--- src/rtl/seg_mem_pkg.sv ---
package seg_mem_pkg;
    localparam int LANE_W = 8;
    localparam int BUS_W  = 2 * LANE_W;

    typedef enum logic [1:0] {
        ST_IDLE  = 2'd0,
        ST_FIRST = 2'd1,
        ST_SPLIT = 2'd2,
        ST_DONE  = 2'd3
    } bridge_st_e;
endpackage

--- src/rtl/seg_addr_gen.sv ---
module seg_addr_gen #(
    parameter int SEG_W     = 16,
    parameter int OFF_W     = 16,
    parameter int SEG_SHIFT = 4,
    parameter int ADDR_W    = 20
) (
    input  logic [SEG_W-1:0]  seg,
    input  logic [OFF_W-1:0]  off,
    output logic [ADDR_W-1:0] phys
);
    logic [ADDR_W-1:0] base;

    generate
        if (SEG_SHIFT == 0) begin : g_noshift
            assign base = ADDR_W'(seg);
        end else begin : g_shift
            assign base = ADDR_W'({seg, {SEG_SHIFT{1'b0}}});
        end
    endgenerate

    // Sum is truncated to ADDR_W bits: carry out is dropped (wrap)
    assign phys = base + ADDR_W'(off);
endmodule

--- src/rtl/seg_lane_steer.sv ---
module seg_lane_steer
    import seg_mem_pkg::*;
(
    input  logic             addr_lsb,
    input  logic             is_word,
    input  logic             second,
    input  logic [BUS_W-1:0] wdata,
    input  logic [BUS_W-1:0] bus_rd,
    input  logic [BUS_W-1:0] rd_acc,
    output logic             bhe_n,
    output logic [BUS_W-1:0] bus_wd,
    output logic [BUS_W-1:0] rd_next
);
    localparam logic [LANE_W-1:0] ZB = '0;

    logic [LANE_W-1:0] lo_w, hi_w, lo_r, hi_r;

    assign lo_w = wdata[LANE_W-1:0];
    assign hi_w = wdata[BUS_W-1:LANE_W];
    assign lo_r = bus_rd[LANE_W-1:0];
    assign hi_r = bus_rd[BUS_W-1:LANE_W];

    always_comb begin
        if (second) begin
            // Upper half of a split word: even bank only
            bhe_n   = 1'b1;
            bus_wd  = {ZB, hi_w};
            rd_next = {lo_r, rd_acc[LANE_W-1:0]};
        end else if (is_word && !addr_lsb) begin
            bhe_n   = 1'b0;
            bus_wd  = wdata;
            rd_next = bus_rd;
        end else if (addr_lsb) begin
            // Odd byte, or low half of a split word: odd bank only
            bhe_n   = 1'b0;
            bus_wd  = {lo_w, ZB};
            rd_next = {ZB, hi_r};
        end else begin
            bhe_n   = 1'b1;
            bus_wd  = {ZB, lo_w};
            rd_next = {ZB, lo_r};
        end
    end
endmodule

--- src/rtl/seg_mem_bridge.sv ---
module seg_mem_bridge
    import seg_mem_pkg::*;
#(
    parameter int SEG_W     = 16,
    parameter int OFF_W     = 16,
    parameter int SEG_SHIFT = 4,
    parameter int ADDR_W    = 20
) (
    input  logic              clk,
    input  logic              rst_n,
    input  logic              req_valid,
    input  logic [SEG_W-1:0]  req_seg,
    input  logic [OFF_W-1:0]  req_off,
    input  logic              req_word,
    input  logic              req_write,
    input  logic [BUS_W-1:0]  req_wdata,
    output logic              busy,
    output logic              rsp_done,
    output logic [BUS_W-1:0]  rsp_rdata,
    output logic              mem_en,
    output logic              mem_we,
    output logic [ADDR_W-1:0] mem_addr,
    output logic              mem_bhe_n,
    output logic [BUS_W-1:0]  mem_wdata,
    input  logic [BUS_W-1:0]  mem_rdata
);
    typedef struct packed {
        bridge_st_e        st;
        logic [ADDR_W-1:0] addr;
        logic              word;
        logic              wr;
        logic [BUS_W-1:0]  wdata;
        logic [BUS_W-1:0]  rdata;
    } ctx_t;

    ctx_t ctx_d, ctx_q;

    logic [ADDR_W-1:0] phys_w;
    logic [ADDR_W-1:0] cyc_addr;
    logic              in_split;
    logic [BUS_W-1:0]  rd_next;

    seg_addr_gen #(
        .SEG_W     (SEG_W),
        .OFF_W     (OFF_W),
        .SEG_SHIFT (SEG_SHIFT),
        .ADDR_W    (ADDR_W)
    ) addr_i (
        .seg  (req_seg),
        .off  (req_off),
        .phys (phys_w)
    );

    assign in_split = (ctx_q.st == ST_SPLIT);
    assign cyc_addr = in_split ? ctx_q.addr + ADDR_W'(1) : ctx_q.addr;

    seg_lane_steer steer_i (
        .addr_lsb (cyc_addr[0]),
        .is_word  (ctx_q.word),
        .second   (in_split),
        .wdata    (ctx_q.wdata),
        .bus_rd   (mem_rdata),
        .rd_acc   (ctx_q.rdata),
        .bhe_n    (mem_bhe_n),
        .bus_wd   (mem_wdata),
        .rd_next  (rd_next)
    );

    always_comb begin
        ctx_d = ctx_q;
        unique case (ctx_q.st)
            ST_IDLE: begin
                if (req_valid) begin
                    ctx_d.st    = ST_FIRST;
                    ctx_d.addr  = phys_w;
                    ctx_d.word  = req_word;
                    ctx_d.wr    = req_write;
                    ctx_d.wdata = req_wdata;
                end
            end
            ST_FIRST: begin
                if (!ctx_q.wr) ctx_d.rdata = rd_next;
                ctx_d.st = (ctx_q.word && ctx_q.addr[0]) ? ST_SPLIT : ST_DONE;
            end
            ST_SPLIT: begin
                if (!ctx_q.wr) ctx_d.rdata = rd_next;
                ctx_d.st = ST_DONE;
            end
            ST_DONE: begin
                ctx_d.st = ST_IDLE;
            end
            default: ctx_d.st = ST_IDLE;
        endcase
    end

    always_ff @(posedge clk or negedge rst_n) begin
        if (!rst_n) begin
            ctx_q <= '{st: ST_IDLE, addr: '0, word: 1'b0, wr: 1'b0,
                       wdata: '0, rdata: '0};
        end else begin
            ctx_q <= ctx_d;
        end
    end

    assign mem_en    = (ctx_q.st == ST_FIRST) || in_split;
    assign mem_we    = mem_en && ctx_q.wr;
    assign mem_addr  = cyc_addr;
    assign busy      = (ctx_q.st != ST_IDLE);
    assign rsp_done  = (ctx_q.st == ST_DONE);
    assign rsp_rdata = ctx_q.rdata;
endmodule

--- config.mk ---
export PLATFORM = sky130hd
export DESIGN_NAME = seg_mem_bridge
export DESIGN_NICKNAME = d
export VERILOG_FILES = /design/src/rtl/seg_mem_pkg.sv /design/src/rtl/seg_addr_gen.sv /design/src/rtl/seg_lane_steer.sv /design/src/rtl/seg_mem_bridge.sv
export SDC_FILE = /design/constraint.sdc
export NUM_CORES = 1
export LEC_CHECK = 0
export BUFFER_PORTS_ARGS = -buffer_cell sky130_fd_sc_hd__clkbuf_2
export CORE_MARGIN = 5
export CORE_UTILIZATION = 40
export DETAILED_ROUTE_END_ITERATION = 12
export GPL_TIMING_DRIVEN = 0
export PLACE_DENSITY = 0.75
export SKIP_CTS_REPAIR_TIMING = 1
export SYNTH_ARGS = -nofsm -noshare
export SYNTH_HDL_FRONTEND = slang
export SYNTH_HIERARCHICAL = 1
export SYNTH_SLANG_ARGS = --single-unit
--- constraint.sdc ---
create_clock -name clk -period 7.3 [get_ports clk]
set_input_delay 1.825 -clock clk [delete_from_list [all_inputs] [get_ports clk]]
set_output_delay 1.825 -clock clk [all_outputs]
set_load 0.1 [all_outputs]
# Word-level counts from Yosys, hierarchy flattened
# Index checks and enable logic that the tools add are counted.
# classes
addsub	2
eq_ne	4
n_mux	13
bitwise_logic	2
reduce_logical	11
# ops
operator	n
$mux W16	5
$mux W40	1
$add A20 B1 Y20 const B	1
$add A20 B16 Y20	1
$mux W20	1
$mux W8	1
$pmux W2 S4	1
$eq A2 B2 Y1 const B	2
$mux W1	4
$reduce_and A2 Y1	2
$logic_and A1 B1 Y1	3
$reduce_and A3 Y1	1
$eq A2 B1 Y1 const B	1
$logic_not A2 Y1	1
$ne A2 B2 Y1 const B	1
$not A1 Y1	2
$reduce_bool A2 Y1	1
$reduce_or A2 Y1	1
$logic_not A1 Y1	1
$logic_or A1 B1 Y1	1
# word_totals
reg_bits	56
input_bits	69
out_inout_bits	57
wordCells	39

# Longest topological paths before layout
# depth
word_depth	6
depth_mapped	8
ltp_nobuf	7

# Cells and area by module
# Netlist, hierarchy kept.
# modules_own_cells
module	n_inst	cells_each	area_each_um2	seq_area_each_um2
seg_mem_bridge	1	206	2682.6	1401.3
seg_addr_gen	1	108	820.8	0.0
seg_lane_steer	1	94	570.5	0.0

# Least setup slack after synthesis
# Ideal clock, no wire load.
# synth_path
path_type	register to output
from	register ctx_q[54] in the netlist's numbering
to	output mem_wdata[13]
arrival_time_ns	4.349
required_time_ns	5.475
path_slack_ns	1.126
stages_incl_launch_ff	8
n_path_buf	2
cell_sequence	dfrtp_1 inv_1 ha_1 xor2_1 buf_6 buf_6 nand2_1 a21oi_1
# synth_between
elab_chain_len	6
word_cells_on_any_way	7
classes_between	1 x eq/ne; 4 x mux; 2 x reduce/logical
# synth_lines
item	line	source
start: declaration	seg_mem_bridge.sv:36	ctx_t ctx_d, ctx_q;
start signal: assignment	seg_mem_bridge.sv:98	ctx_q <= '{st: ST_IDLE, addr: '0, word: 1'b0, wr: 1'b0,
start signal: assignment	seg_mem_bridge.sv:101	ctx_q <= ctx_d;
$eq A2 B2 Y1 (*)	seg_mem_bridge.sv:54	assign in_split = (ctx_q.st == ST_SPLIT);
via in_split	seg_mem_bridge.sv:40	logic in_split;
$mux W20 (*)	seg_mem_bridge.sv:55	assign cyc_addr = in_split ? ctx_q.addr + ADDR_W'(1) : ctx_q.addr;
via mem_addr[0]	seg_mem_bridge.sv:22	output logic [ADDR_W-1:0] mem_addr,
$logic_not A1 Y1	seg_lane_steer.sv:29	end else if (is_word && !addr_lsb) begin
$logic_and A1 B1 Y1	seg_lane_steer.sv:29	
$mux W16 (*)	seg_lane_steer.sv:29	
$mux W16 (*)	seg_lane_steer.sv:24	if (second) begin
end: declaration	seg_mem_bridge.sv:24	output logic [BUS_W-1:0] mem_wdata,
# Mark *: on every way through the listed nets, which the timed path passes. The rest lies on a longest branch.

# Final worst setup path
# layout_path
from	register ctx_q[54] in the netlist's numbering
to	output mem_addr[14]
# layout_between
elab_chain_len	2
# layout_lines
item	line
$eq A2 B2 Y1	seg_mem_bridge.sv:54
via in_split	seg_mem_bridge.sv:40
$mux W20	seg_mem_bridge.sv:55
end: declaration	seg_mem_bridge.sv:22
# The timed path passes the listed nets, and every way through them passes these cells.

==> metrics.cfg <==
[logic_synthesis]
yosys_warnings=6
ys_seq_elements=56
synth_common_cells=dfrtp_1, mux2_2, nand2_1
netlist_top_cells_area=dfrtp_1, mux2_2, ha_1
synth_top_area_cell=dfrtp_1
synth_top_area_share_pct=34.4
synth_cells=408
synthArstFlopShare_pct=100
syn_nets=496
syn_area_sq_um=4070
avgSynthCellArea_sq_um=9.99
ys_types=52
ys.flop_type=dfrtp_1
seq_area_frac_synth_pct=34.4
synth-edff-count=0

[timing]
setup_viol=0
layout_setup_ws_ns=2.40
hold_viol=0
setup_tns_ns=0
finClkSkew_ns=0.00897
tightest_slew_ns=0.767
maxSlewHeadroom_pct=48.8
post-route-min-period_ns=4.90
drv_slew=0
min_period_over_period_pct=67.1
max_clock_freq_mhz=204
rsz0062_at_grt=no

[layout]
final_nets=624
drive_above_1_share_pct=43.4
syn2layout_area_growth_pct=21.9
diodes=0

[flow_run]
cap_violations=0

[worst_hold_path]
hp-class=flip-flop to flip-flop
min_path_cells=1

[detailed_routing]
drc_errors=0
ant_nets=0
post_drt_via_cell_ratio=5.23
dr_total_vias=3504
wl_um=10100
drt-pass1-iter-count=4
wl_per_cell_um=15.0
drtIter0Drc=185

[floorplanning]
core.rowCount=36
die_h_um=111
start_util_pct=41.3
die_area_sq_um=12300
coreArea_sq_um=9860
num_io_pins=126
die_w_um=111

[global_route]
antenna_found_initial=0
grt_start_max_net_pins=57
grt_use_total_pct=16.2
grt-ovfl-total=0
grt_pass1_wl_um=16900
grt_pass1_vias=3545

[worst_setup_path]
path_delay_family=simple AND/OR/NAND/NOR gates
ff2ff_path_depth=7
crit_chain=inv_1 > ha_1 > nand4_2 > nor4_2 > nand2_1 > xnor2_1 > clkbuf_2
endpoint_kind=primary output
max_stage_delay_ns=0.53
crit_type=flip-flop to primary output
start_kind=flip-flop
slowest_stage=ha_1
worst-path-buf-inv=2
crit_arrival_ns=3.07
cp_max_fo=12
cp.required_ns=5.48
cp.depth=7

[placement]
dp.final_hpwl_um=8180
numPortBuffers=121
place_ws_ns=2.71
gp_congestion=0.881

[clock_network]
cts_tree=yes
htree_levels=2
clockBufferDepth=2
root_buffer=clkbuf_8
cts_buffers=5
cts_sinks=56
clk_pin_slew_ns=0.11
worstSkewPairLatency_ns=0.31

[run_status]
status=completed

## cells in the final DEF (no fill, tap or decap), drive strengths merged, types with 5 or more instances in the layout
master,count
clkbuf,129
mux2,56
dfrtp,56
nand2,44
buf,36
o21ai,20
a21oi,19
ha,18
xnor2,16
nor2,16
nand2b,13
xor2,12
nand4,11
inv,9
nand3,9
nand3b,9
mux2i,8
a22o,7
nor3,5
a21o,5
## layer usage
layer / share of wire (%) / global-route usage [%] / routed length, um
met2: 49 / 28.6 / 4910
met1: 43 / 20.5 / 4320
met4: 0.97 / 2.79 / 98
met3: 7.4 / 3.66 / 744
met5: 0 / 0 / 0
## final timing paths
kind | startpoint | endpoint | slack [ns]
setup reg to reg | ctx_q[54] | rsp_rdata[12] | 4.90
setup / recovery | ctx_q[54] | mem_addr[14] | 2.40
min in group asynchronous | rst_n | rsp_rdata[8] | 1.61
hold reg to reg | rsp_rdata[12] | rsp_rdata[12] | 0.52
max in group asynchronous | rst_n | ctx_q[51] | 5.19
hold / removal | rsp_rdata[12] | rsp_rdata[12] | 0.52
## cells by family after synthesis
kind of cell             Yosys count  synth area share (%)
flip-flops                        56                  34.4
multiplexers                      64                  17.4
adder cells (fa/ha/maj)           19                  6.02
buffers and inverters             48                  7.59
AO/OA/AOI/OAI                     70                  12.3
XOR/XNOR                          28                  6.02
AND/OR/NAND/NOR                  123                  16.2
## final cells by class
type                       instances  area (sq um)
fill                             920          4900
inverter                           9          33.8
clock inverter                     3          47.5
multi-input combinational        304          2360
buffer                            39           275
timing repair buffer             121           608
clock buffer                       5          68.8
sequential                        56          1400
tap                              133           166
## worst register-to-register path, cell delays in order (launching register included)
cell and delay, ns:
dfrtp_1 0.43, inv_1 0.12, ha_1 0.53, xor2_1 0.26, buf_6 0.20, nand2b_1 0.30
o21ai_0 0.17, mux2_2 0.28
## metrics by stage
stage                     utilization (%)  hold slack [ns]  cells  area [sq um]
final                                50.3            0.522    670          4960
after global routing                 50.3            0.548    670          4960
after CTS                            50.3            0.530    670          4960
after detailed placement             49.2            0.506    662          4850
after global placement               49.1            0.491    662          4850
after floorplan                         -            0.482    408          4070
## flip-flops by register name (all words and copies together), names as in the netlist
register / count
ctx_q: 40
rsp_rdata: 16
Power is not shown: default switching activity piles up to over one toggle a cycle in this logic, so the estimate is an artifact.
